<file path="src/rtl/cpg_pkg.sv">
package cpg_pkg;

    typedef enum logic [2:0] {
        MD_SHDN = 3'd0,
        MD_NORM = 3'd1,
        MD_OVC  = 3'd2,
        MD_DEEP = 3'd3,
        MD_UVCH = 3'd4,
        MD_TRIP = 3'd5,
        MD_TAP  = 3'd6
    } cpg_mode_e;

    typedef struct packed {
        logic lo_under;
        logic hi_under;
        logic lo_over;
        logic hi_over;
        logic pack_low;
        logic charger;
        logic load;
        logic tap_open;
    } cpg_flags_t;

endpackage

</file>
<file path="src/rtl/cpg_mode_sel.sv">
module cpg_mode_sel
    import cpg_pkg::*;
(
    input  cpg_mode_e  mode_q,
    input  logic       trip_q,
    input  cpg_flags_t flags,
    input  logic       overcurrent,
    input  logic       load_clear,
    output cpg_mode_e  mode_d,
    output logic       trip_d
);
    logic any_under;
    logic any_over;

    always_comb begin
        any_under = flags.lo_under | flags.hi_under;
        any_over  = flags.lo_over  | flags.hi_over;
        trip_d    = 1'b0;
        mode_d    = MD_NORM;
        if ((mode_q == MD_SHDN) && !flags.charger) begin
            // shutdown: only the charger flag is looked at
            mode_d = MD_SHDN;
            trip_d = 1'b0;
        end else begin
            trip_d = overcurrent | (trip_q & ~load_clear);
            if (trip_d) begin
                mode_d = MD_TRIP;
            end else if (flags.tap_open) begin
                mode_d = (flags.pack_low && flags.charger) ? MD_UVCH : MD_TAP;
            end else if (flags.pack_low) begin
                mode_d = flags.charger ? MD_UVCH : MD_SHDN;
            end else if (any_under) begin
                mode_d = flags.charger ? MD_DEEP : MD_SHDN;
            end else if (any_over) begin
                mode_d = MD_OVC;
            end else begin
                mode_d = MD_NORM;
            end
        end
    end

endmodule

</file>
<file path="src/rtl/cpg_slot_next.sv">
module cpg_slot_next
    import cpg_pkg::*;
#(
    parameter int SLOT_W = 3
) (
    input  cpg_mode_e         mode_q,
    input  cpg_mode_e         mode_d,
    input  logic              tick,
    input  logic [SLOT_W-1:0] slot_q,
    output logic [SLOT_W-1:0] slot_d
);
    localparam logic [SLOT_W-1:0] SLOT_ONE = SLOT_W'(1);

    always_comb begin
        if (mode_d != mode_q) begin
            slot_d = '0;
        end else if (tick) begin
            slot_d = slot_q + SLOT_ONE;
        end else begin
            slot_d = slot_q;
        end
    end

endmodule

</file>
<file path="src/rtl/cpg_duty_gen.sv">
module cpg_duty_gen
    import cpg_pkg::*;
#(
    parameter int SLOT_W         = 3,
    parameter int DEEP_OFF_SLOTS = 1,
    parameter int UV_ON_SLOTS    = 1
) (
    input  cpg_mode_e         mode,
    input  logic [SLOT_W-1:0] slot,
    input  logic              charger,
    input  logic              load,
    output logic              sw_on,
    output logic              probe
);
    localparam int SLOTS = 1 << SLOT_W;
    localparam logic [SLOT_W:0] DEEP_LIM = (SLOT_W + 1)'(SLOTS - DEEP_OFF_SLOTS);
    localparam logic [SLOT_W:0] UV_LIM   = (SLOT_W + 1)'(UV_ON_SLOTS);

    logic [SLOT_W:0] slot_x;
    logic            duty_mode;

    always_comb begin
        slot_x    = {1'b0, slot};
        duty_mode = (mode == MD_DEEP) || (mode == MD_UVCH);
        unique case (mode)
            MD_NORM: sw_on = 1'b1;
            MD_OVC:  sw_on = !charger && load;
            MD_DEEP: sw_on = slot_x < DEEP_LIM;
            MD_UVCH: sw_on = slot_x < UV_LIM;
            default: sw_on = 1'b0;
        endcase
        probe = duty_mode && !sw_on;
    end

endmodule

</file>
<file path="src/rtl/cellpair_guard.sv">
module cellpair_guard
    import cpg_pkg::*;
#(
    parameter int SLOT_W         = 3,
    parameter int DEEP_OFF_SLOTS = 1,
    parameter int UV_ON_SLOTS    = 1
) (
    input  logic clk,
    input  logic rst_n,
    input  logic tick_4ms,
    input  logic lo_cell_under,
    input  logic hi_cell_under,
    input  logic lo_cell_over,
    input  logic hi_cell_over,
    input  logic pack_low,
    input  logic charger_in,
    input  logic load_in,
    input  logic overcurrent,
    input  logic load_clear,
    input  logic tap_open,
    output logic switch_en,
    output logic shutdown_req,
    output logic probe_stb
);
    typedef struct packed {
        cpg_mode_e         mode;
        logic [SLOT_W-1:0] slot;
        logic              trip;
        logic              sw;
        logic              shdn;
        logic              probe;
    } guard_state_t;

    guard_state_t st_q, st_d;
    cpg_flags_t   flags;
    cpg_mode_e    mode_d;
    logic         trip_d;
    logic [SLOT_W-1:0] slot_d;
    logic         sw_d;
    logic         probe_d;

    assign flags = '{lo_under: lo_cell_under, hi_under: hi_cell_under,
                     lo_over: lo_cell_over, hi_over: hi_cell_over,
                     pack_low: pack_low, charger: charger_in,
                     load: load_in, tap_open: tap_open};

    cpg_mode_sel u_mode_sel (
        .mode_q      (st_q.mode),
        .trip_q      (st_q.trip),
        .flags       (flags),
        .overcurrent (overcurrent),
        .load_clear  (load_clear),
        .mode_d      (mode_d),
        .trip_d      (trip_d)
    );

    cpg_slot_next #(.SLOT_W(SLOT_W)) u_slot_next (
        .mode_q (st_q.mode),
        .mode_d (mode_d),
        .tick   (tick_4ms),
        .slot_q (st_q.slot),
        .slot_d (slot_d)
    );

    cpg_duty_gen #(
        .SLOT_W         (SLOT_W),
        .DEEP_OFF_SLOTS (DEEP_OFF_SLOTS),
        .UV_ON_SLOTS    (UV_ON_SLOTS)
    ) u_duty_gen (
        .mode    (mode_d),
        .slot    (slot_d),
        .charger (charger_in),
        .load    (load_in),
        .sw_on   (sw_d),
        .probe   (probe_d)
    );

    always_comb begin
        st_d       = st_q;
        st_d.mode  = mode_d;
        st_d.slot  = slot_d;
        st_d.trip  = trip_d;
        st_d.sw    = sw_d;
        st_d.probe = probe_d;
        st_d.shdn  = (mode_d == MD_SHDN);
    end

    always_ff @(posedge clk or negedge rst_n) begin
        if (!rst_n) begin
            st_q <= '{mode: MD_SHDN, slot: '0, trip: 1'b0,
                      sw: 1'b0, shdn: 1'b1, probe: 1'b0};
        end else begin
            st_q <= st_d;
        end
    end

    assign switch_en    = st_q.sw;
    assign shutdown_req = st_q.shdn;
    assign probe_stb    = st_q.probe;

endmodule

</file>
<file path="config.mk">
export PLATFORM = sky130hd
export DESIGN_NAME = cellpair_guard
export DESIGN_NICKNAME = d
export VERILOG_FILES = /design/src/rtl/cpg_pkg.sv /design/src/rtl/cpg_mode_sel.sv /design/src/rtl/cpg_slot_next.sv /design/src/rtl/cpg_duty_gen.sv /design/src/rtl/cellpair_guard.sv
export SDC_FILE = /design/constraint.sdc
export NUM_CORES = 1
export LEC_CHECK = 0
export ABC_AREA = 0
export BUFFER_PORTS_ARGS = -buffer_cell sky130_fd_sc_hd__buf_4
export CORE_UTILIZATION = 35
export DETAILED_ROUTE_END_ITERATION = 16
export GPL_TIMING_DRIVEN = 0
export SLEW_MARGIN = 10
export SYNTH_ARGS = -nofsm -noshare
export SYNTH_HDL_FRONTEND = slang
export SYNTH_SLANG_ARGS = --single-unit
</file>
<file path="constraint.sdc">
create_clock -name clk -period 4.3 [get_ports clk]
set_input_delay 0 -clock clk [delete_from_list [all_inputs] [get_ports clk]]
set_output_delay 0 -clock clk [all_outputs]
set_load 0.05 [all_outputs]
</file>
==> results.tsv, run 1 <==
stage	metric	value	unit
floorplanning	die_h	47.1	um
setup_path	reg2reg_depth	5	
global_route	overflow	0	
drt	via_per_inst	5.46	
global_route	grt_pass1_wl	2.62	mm
final_layout	layout-drive-gt1-share	27.6	%
setup_path	path_cells	or4_1 > a221oi_1 > a31oi_1 > a2111o_1 > a2111o_1	
placed_design	place_area	841	um2
placed_design	routabilityCongestion	0.812	
floorplanning	num_rows	15	
synthesis	synth_seq_cells	10	
synthesis	yosys-top-cells-area	dfrtp_1, dfstp_2, a2111o_1	
status	status	completed	
power	p_per_area	266	mW/mm2
power	total_power	0.239	mW
floorplanning	coreArea	0.00182	mm2
timing	grt_setup_unrepaired	no	
timing	tightest_slew	529	ps
clock_tree	cts_made_buffers	3	
setup_path	cp_max_fo	5	
final_layout	num_antenna_cells	0	
final_layout	syn_to_final_growth	26.0	%
synthesis	synth_edf_count	0	
setup_path	critPathMostFrequentCell	a2111o_1	
timing	fin_setup_tns	0	ps
final_layout	nets	113	
timing	fmax	428	MHz
setup_path	crit_arrival	2480	ps
power	p_leak	0.390	nW
setup_path	crit_slowest_cell	or4_1	
job	cap_violations	0	
final_layout	final_cell_mix	buf_4, dfrtp_1, nor2_1, inv_1, nand2_1	
floorplanning	start_util	39.1	%
power	ir_drop	0.197	mV
synthesis	yosysTopAreaCell	dfrtp_1	
clock_tree	h-tree-depth	1	
floorplanning	die-area	0.00222	mm2
clock_tree	cts_tree	yes	
setup_path	criticalPathCategory	reg -> reg	
final_layout	stdcell_area	897	um2
setup_path	timing.critical_path.from	st_q[9]	
synthesis	yosysUniqueCellTypes	41	
drt	via_count	671	
placed_design	io_buffer_count	13	
global_route	grt_max_degree	11	
synthesis	syn_area_per_cell	9.13	um2
timing	hold_viol	0	
final_layout	num-fill-cells	186	
final_layout	multi_input_area	427	um2
synthesis	synth_seq_area_share	35.3	%
timing	setup_viol	0	
drt	ant_nets	0	
min_path	timing.hold.worst_path_depth	3	
setup_path	critPathCaptureType	register	
clock_tree	clkTransAtPathRegs	70	ps
final_layout	layout_commonest_cell	buf_4	
setup_path	cpLargestDelayFamily	compound AO/OA/AOI/OAI gates	
timing	slew_headroom	64.5	%
drt	drt_pass1_iterations	4	
global_route	antenna_found_initial	0	
setup_path	cpPeakStageDelay	620	ps
synthesis	synthArstFlopShare	100	%
min_path	hp-class	in -> reg	
setup_path	cp.required	4440	ps
timing	slew_viol_final	0	
final_layout	seqCellArea	251	um2
synthesis	synth_top_area_share	31.6	%
floorplanning	ios	16	
setup_path	rr_startpoint	st_q[9]	
synthesis	synth_flop_cell	dfrtp_1	
global_route	globalRouteTotalUtil	17.5	%
timing	finalCritPeriodShare	54.3	%
min_path	hp-start	charger_in	
setup_path	startpoint_type	register	
placed_design	dp_hpwl	1.21	mm
timing	skew	11.5	ps
synthesis	synth_cells	78	
drt	wire_per_inst	12.6	um
floorplanning	die_x	47.1	um
setup_path	crit_cells	5	
global_route	grt_pass1_vias	616	
clock_tree	clk_path_buf_depth	2	
setup_path	critical_path_buf_inv_count	0	
clock_tree	cts_sinks	10	
synthesis	synthesis.nets	92	
timing	period_minus_slack	2330	ps
synthesis	netlist_area	712	um2
clock_tree	clock-root-buffer	clkbuf_4	
clock_tree	insertion_delay	270	ps
clock_tree	cts_resized	0	
drt	drcViolationCount	0	
synthesis	yosys_warnings	0	
drt	drt_iter0_markers	16	
drt	totalWireLength	1.55	mm
[routing by layer]
| metal | part of all wire [%] | global-route usage (%) | up-vias | routed length (um) |
|---|---|---|---|---|
| li1 | - | - | 338 | - |
| met1 | 46 | 23.0 | 314 | 714 |
| met3 | 6.1 | 6.92 | 3 | 95 |
| met4 | 0.64 | 3.43 | 0 | 10 |
| met2 | 47 | 27.5 | 16 | 731 |
| met5 | 0 | 0 | - | 0 |
[per-stage QoR]
stage / utilization [%] / instances / setup slack, ps / hold slack, ps
4_1_cts: 49.3 / 123 / 1940 / 39.3
5_1_grt: 49.3 / 123 / 1770 / 62.0
3_3_place_gp: 46.2 / 116 / 1950 / -161
2_1_floorplan: - / 78 / 2160 / -296
3_5_place_dp: 46.2 / 116 / 1970 / -160
6_report: 49.3 / 123 / 1970 / 47.0
[what timing repair did]
action,CTS,global route
setup buffers,0,0
hold endpoints to repair,11,0
hold buffers,3,0
setup endpoints to repair,0,0
[worst register-to-register path: cells and delay by family (launching register included)]
kind	cells	cell delay, ps
AO/OA/AOI/OAI	4	1160
flip-flops	1	420
AND/OR/NAND/NOR	1	620
[cell families (layout without fill, tap and decap cells)]
| family | after synthesis | count (layout) | share of synthesized area (%) |
|---|---|---|---|
| buffers and inverters | 7 | 27 | 4.74 |
| AND/OR/NAND/NOR | 36 | 36 | 31.6 |
| flip-flops | 10 | 10 | 35.3 |
| AO/OA/AOI/OAI | 20 | 20 | 20.6 |
| multiplexers | 2 | 2 | 3.51 |
| XOR/XNOR | 2 | 2 | 2.46 |
| adder cells (fa/ha/maj) | 1 | 1 | 1.76 |
[final timing paths]
check	to	slack [ps]
min in group asynchronous	st_q[6]	90
min reg2reg	st_q[5]	600
min	st_q[3]	50
max reg2reg	switch_en	1970
max	switch_en	1970
max in group asynchronous	shutdown_req	3980
[layout make-up]
cell class,count,share of cell area [%]
multi-input combinational,61,47.6
sequential,10,28.0
timing repair buffer,16,14.2
tap,25,3.49
clock buffer,4,2.93
inverter,5,2.09
buffer,2,1.67
[Yosys cell counts, types with 2 or more instances]
cell type  n
nor4b_1    2
nor2b_1    3
inv_1      5
a31oi_1    2
o32ai_1    2
o21ai_0    4
a21oi_1    3
nand3_1    2
nor3_1     4
nor2_1     5
nand2_1    5
dfrtp_1    9
a2111o_1   2
nand2b_1   3
[power breakdown]
group | total, mW | switching [mW] | internal (mW)
clock network | 0.0678 | 0.0319 | 0.0358
registers | 0.107 | 0.00642 | 0.100
logic | 0.0644 | 0.0334 | 0.0310
[sequential cells by signal (all words and copies together) (netlist names)]
name,count
shutdown_req,1
switch_en,1
st_q,7
probe_stb,1
Note: power is estimated with default switching activity, not from simulation.
==> run 2: changes to the inputs <==
Settings changed: ABC_AREA 0 to 1.
Clock period 4.3 ns to 1.9 ns, I/O delays scaled along.
==> run 2 against run 1 <==
Compared with the run above: largest power group unchanged; clock power rose by 110%; die area fell by 12%; sequential power rose by 120%.
==> results.tsv, run 2 <==
stage	metric	value	unit
drt	ant_nets	0	
final_layout	largest_reg_flops	7	
drt	via_count	552	
drt	drt_iter0_markers	12	
synthesis	yosysMostFrequentCell	nand2_1	
setup_path	criticalPathCategory	reg -> reg	
setup_path	critical_path_buf_inv_count	1	
global_route	grt_pass1_wl	2.00	mm
synthesis	synth_seq_area_share	40.6	%
final_layout	layout-drive-gt1-share	29.5	%
clock_tree	clk_path_buf_depth	2	
timing	fmax	642	MHz
clock_tree	insertion_delay	260	ps
setup_path	cpPeakStageDelay	400	ps
drt	wire_per_inst	8.94	um
status	status	completed	
synthesis	synthArstFlopShare	100	%
clock_tree	clock-root-buffer	clkbuf_4	
drt	drt-met1-wl	505	um
floorplanning	num_rows	14	
power	p_leak	0.449	nW
timing	slew_headroom	82.5	%
synthesis	synthesis.nets	99	
power	ir_drop	0.435	mV
final_layout	stdcell_area	788	um2
synthesis	syn_area_per_cell	7.29	um2
timing	period_minus_slack	1560	ps
global_route	grt_pass1_vias	545	
drt	wl_met3	70	um
global_route	overflow	0	
setup_path	cpLargestDelayFamily	simple AND/OR/NAND/NOR gates	
synthesis	netlist_area	619	um2
final_layout	num-fill-cells	172	
placed_design	dp_hpwl	921	um
setup_path	path_cells	nor2_2 > nand2_2 > nand2_4 > nand2_4 > nand2_2 > nand2_1 > clkinv_1 > nand3_2 > nor2_2 > nand4_1 > nand2_1 > nand3_2 > nor2_2	
synthesis	synth_top_area_share	36.4	%
final_layout	syn_to_final_growth	27.3	%
synthesis	synth_seq_cells	10	
synthesis	synth_cells	85	
global_route	globalRouteTotalUtil	14.4	%
timing	tightest_slew	261	ps
drt	totalWireLength	1.08	mm
final_layout	final_cell_mix	nand2_1, buf_4, inv_1, dfrtp_1, nor2_1	
timing	hold_viol	0	
global_route	antenna_found_initial	0	
final_layout	largest-register	st_q	
clock_tree	clkTransAtPathRegs	60	ps
final_layout	nets	120	
global_route	grt_max_degree	11	
setup_path	critPathMostFrequentCell	nor2_2	
synthesis	yosysUniqueCellTypes	19	
floorplanning	die_h	44.1	um
floorplanning	die_x	44.1	um
power	p_per_area	674	mW/mm2
drt	drcViolationCount	0	
timing	setup_viol	0	
min_path	hp-class	in -> reg	
timing	fin_setup_tns	0	ps
clock_tree	h-tree-depth	1	
drt	highest_layer	met3	
drt	wl_met2	506	um
synthesis	yosys_warnings	0	
setup_path	crit_arrival	1750	ps
placed_design	routabilityCongestion	0.720	
drt	drt_pass1_iterations	6	
setup_path	cp_max_fo	6	
placed_design	place_area	752	um2
floorplanning	ios	16	
clock_tree	post_cts_buffers	0	
floorplanning	start_util	39.3	%
floorplanning	die-area	0.00194	mm2
clock_tree	cts_made_buffers	3	
placed_design	io_buffer_count	15	
synthesis	yosys-top-cells-count	nand2_1, inv_1, dfrtp_1	
timing	grt_setup_unrepaired	no	
setup_path	critPathCaptureType	register	
timing	slew_viol_final	0	
synthesis	yosysTopAreaCell	dfrtp_1	
synthesis	synth_edf_count	0	
final_layout	layout_commonest_cell	nand2_1	
drt	via_per_inst	4.56	
synthesis	yosys-top-cells-area	dfrtp_1, nand2_1, inv_1	
job	cap_violations	0	
timing	skew	5.22	ps
final_layout	num_antenna_cells	0	
setup_path	crit_slowest_cell	dfrtp_1	
synthesis	synth_flop_cell	dfrtp_1	
setup_path	startpoint_type	register	
clock_tree	cts_sinks	10	
clock_tree	cts_tree	yes	
floorplanning	coreArea	0.00158	mm2
timing	finalCritPeriodShare	81.9	%
setup_path	cp.required	2090	ps
run 2: cell count changes after synthesis, moves of 3 or more:
cell	previous run	this run
nand2b_1	3	0
nor2_2	0	4
inv_1	5	13
nor2b_1	3	0
nand2_1	5	25
nand3_1	2	5
nor3_1	4	0
nand2_2	0	3
run 2: worst reg2reg max path: stages, from the launching register on:
cell	delay, ps
dfrtp_1	400
nor2_2	170
nand2_2	100
nand2_4	110
nand2_4	70
nand2_2	50
nand2_1	40
clkinv_1	40
nand3_2	50
nor2_2	120
nand4_1	90
nand2_1	90
nand3_2	70
nor2_2	70
run 2: worst paths after layout:
| path | startpoint | to | slack [ps] | cells after the start |
|---|---|---|---|---|
| setup / recovery | st_q[7] | probe_stb | 340 | 13 |
| hold / removal | tick_4ms | st_q[5] | 30 | 3 |
| setup reg to reg | st_q[7] | probe_stb | 340 | 13 |
| hold reg to reg | st_q[5] | st_q[5] | 560 | 2 |
| max in group asynchronous | rst_n | shutdown_req | 1570 | 2 |
| min in group asynchronous | rst_n | st_q[6] | 110 | 2 |
run 2: stage by stage:
stage / setup WS (ps) / power, mW / utilization (%) / hold slack, ps / cells
2_1_floorplan: 481 / 0.343 / - / -296 / 85
3_3_place_gp: 366 / 0.391 / 47.7 / -167 / 116
3_5_place_dp: 345 / 0.393 / 47.7 / -167 / 116
4_1_cts: 322 / 0.541 / 50.0 / 19.5 / 121
5_1_grt: 169 / 0.573 / 50.0 / 46.6 / 121
6_report: 343 / 0.531 / 50.0 / 26.2 / 121
run 2: metal layers:
| metal | up-vias | track usage, % |
|---|---|---|
| met1 | 235 | 16.6 |
| met5 | - | 0 |
| met2 | 13 | 23.5 |
| met4 | 0 | 3.64 |
| li1 | 304 | - |
| met3 | 0 | 7.35 |
run 2: timing repair:
action / CTS / global route
resized for setup: 0 / 0
hold buffers: 1 / 0
endpoints found under the hold margin: 10 / 0
run 2: where the power goes:
group	switching [mW]	internal [mW]	total (mW)
Sequential	0.00907	0.230	0.239
Clock	0.0612	0.0805	0.142
Combinational	0.0913	0.0585	0.150
run 2: area by class of cell:
cell class | instances | area (um2) | area share (%)
Timing Repair Buffer | 16 | 123 | 15.6
Clock buffer | 4 | 26.3 | 3.33
Tap cell | 16 | 20.0 | 2.54
Multi-Input combinational cell | 61 | 315 | 40.0
Sequential cell | 10 | 251 | 31.9
Inverter | 14 | 52.6 | 6.67
run 2: logic make-up after synthesis:
kind of cell / synth area share [%]
xor gates and xnor gates: 1.41
buffers and inverters: 8.48
DFF: 40.6
adders and majority gates: 2.02
AOI/OAI and AO/OA: 6.87
and+or+nand+nor: 40.6
==> run 3: changes to the inputs <==
Clock period 1.9 ns to 1.6 ns, I/O delays scaled along.
==> run 3 against run 2 <==
Compared with the run above: global-route usage is the same; register-to-register slack lost 280 ps; clock power grew 19%; combinational power grew 39%; sequential share of layout area shrank 2.3 points; critical endpoint unchanged; clock-buffer cell count is the same; sequential power grew 20%; via count grew 6.0%.
==> results.tsv, run 3 (synthesis gave the netlist of run 2 again) <==
stage	metric	value	unit
status	status	completed	
drt	drt_iter0_markers	11	
floorplanning	coreArea	0.00158	mm2
clock_tree	cts_tree	yes	
setup_path	crit_slowest_cell	dfrtp_1	
placed_design	io_buffer_count	15	
final_layout	layout_commonest_cell	nand2_1	
placed_design	routabilityCongestion	0.720	
floorplanning	die_x	44.1	um
min_path	hp-class	in -> reg	
global_route	grt_max_degree	11	
timing	grt_setup_unrepaired	yes	
final_layout	stdcell_area	848	um2
timing	slew_headroom	82.2	%
timing	fmax	649	MHz
power	p_leak	0.468	nW
min_path	min_to	st_q[5]	
drt	drcViolationCount	0	
setup_path	cp.required	1790	ps
clock_tree	clock-root-buffer	clkbuf_4	
final_layout	num-fill-cells	168	
floorplanning	die-area	0.00194	mm2
global_route	grt_pass1_vias	545	
setup_path	criticalPathCategory	reg -> reg	
floorplanning	start_util	39.3	%
setup_path	cp_max_fo	6	
drt	drt_pass1_iterations	7	
final_layout	largest-register	st_q	
clock_tree	clkTransAtPathRegs	60	ps
timing	slew_viol_final	0	
setup_path	cpPeakStageDelay	420	ps
floorplanning	die_h	44.1	um
floorplanning	num_rows	14	
timing	setup_viol	0	
timing	tightest_slew	265	ps
placed_design	dp_hpwl	921	um
global_route	grt_pass1_wl	2.00	mm
setup_path	rr_startpoint	st_q[8]	
drt	via_per_inst	4.72	
clock_tree	cts_sinks	10	
drt	totalWireLength	1.21	mm
timing	period_minus_slack	1540	ps
drt	ant_nets	0	
floorplanning	ios	16	
final_layout	layout-drive-gt1-share	37.0	%
power	p_per_area	784	mW/mm2
global_route	grt.met1_usage	16.6	%
timing	finalCritPeriodShare	96.3	%
timing	hold_viol	0	
clock_tree	insertion_delay	260	ps
timing	whs	25.3	ps
final_layout	fin_util	53.8	%
placed_design	preCtsSetupSlack	45.3	ps
final_layout	final_cell_mix	nand2_1, buf_4, inv_1, dfrtp_1, nor2_1	
final_layout	nets	123	
setup_path	reg2reg_depth	13	
clock_tree	clk_path_buf_depth	2	
clock_tree	h-tree-depth	1	
global_route	overflow	0	
global_route	gr-usage-met2	23.5	%
min_path	hp-start	tick_4ms	
timing	skew	5.05	ps
final_layout	layout.cells.non_filler	124	
setup_path	startpoint_type	register	
final_layout	largest_reg_flops	7	
setup_path	crit_arrival	1730	ps
setup_path	critPathMostFrequentCell	nand2_2	
setup_path	r2r_end	probe_stb	
setup_path	path_cells	nor2_4 > nand2_2 > nand2_4 > nand2_4 > nand2_2 > nand2_2 > inv_2 > nand3_4 > nor2_4 > nand4_1 > nand2_1 > nand3_2 > nor2_2	
setup_path	critPathCaptureType	register	
clock_tree	cts_made_buffers	3	
min_path	timing.hold.worst_path_depth	3	
setup_path	reg2reg_slack	60	ps
global_route	antenna_found_initial	0	
drt	via_count	585	
final_layout	num_antenna_cells	0	
job	cap_violations	0	
drt	wire_per_inst	9.73	um
power	ir_drop	0.521	mV
timing	fin_ws	60.0	ps
placed_design	place_area	752	um2
final_layout	syn_to_final_growth	37.0	%
placed_design	placed_cells	116	
global_route	grt.busiest_layer	met2	
global_route	met3_usage	7.35	%
global_route	globalRouteTotalUtil	14.4	%
run 3: worst max-delay path: cells and delay by family, from the launching register on:
family | cells | cell delay [ps]
flip-flops | 1 | 420
AND/OR/NAND/NOR | 12 | 980
buffers and inverters | 1 | 60
run 3: metrics by stage:
stage | total power [mW] | TNS [ps]
CTS | 0.642 | 0
floorplan | 0.408 | 0
global route | 0.712 | -151
detailed placement | 0.466 | 0
global placement | 0.465 | 0
finish | 0.665 | 0
run 3: how the worst max path moves through the flow:
stage                 start   endpoint  slack [ps]
floorplan           st_q[9]  probe_stb         180
global placement    st_q[7]  probe_stb          70
detailed placement  st_q[7]  probe_stb          50
CTS                 st_q[7]  probe_stb          20
global route        st_q[8]  probe_stb         -60
finish              st_q[8]  probe_stb          60
run 3: area by class of cell:
| class | instances | area [um2] | area share [%] |
|---|---|---|---|
| clock buffer | 4 | 26.3 | 3.10 |
| inverter | 14 | 52.6 | 6.19 |
| multi-input combinational | 61 | 353 | 41.6 |
| sequential | 10 | 251 | 29.6 |
| tap | 16 | 20.0 | 2.36 |
| timing repair buffer | 19 | 145 | 17.1 |
run 3: power breakdown:
part	internal, mW	switching, mW	total [mW]
clock network	0.0957	0.0731	0.169
logic	0.0857	0.123	0.209
registers	0.273	0.0136	0.287
run 3: repair_timing:
item,in CTS,in global routing
hold buffers,1,0
setup endpoints to repair,0,3
gates resized for setup,0,10
buffers inserted,0,3
endpoints found under the hold margin,10,0
run 3: routing by layer:
layer / share of wire, % / vias up
met4: 0 / 0
met2: 49 / 15
li1: - / 312
met1: 45 / 258
met5: 0 / -
met3: 5.9 / 0
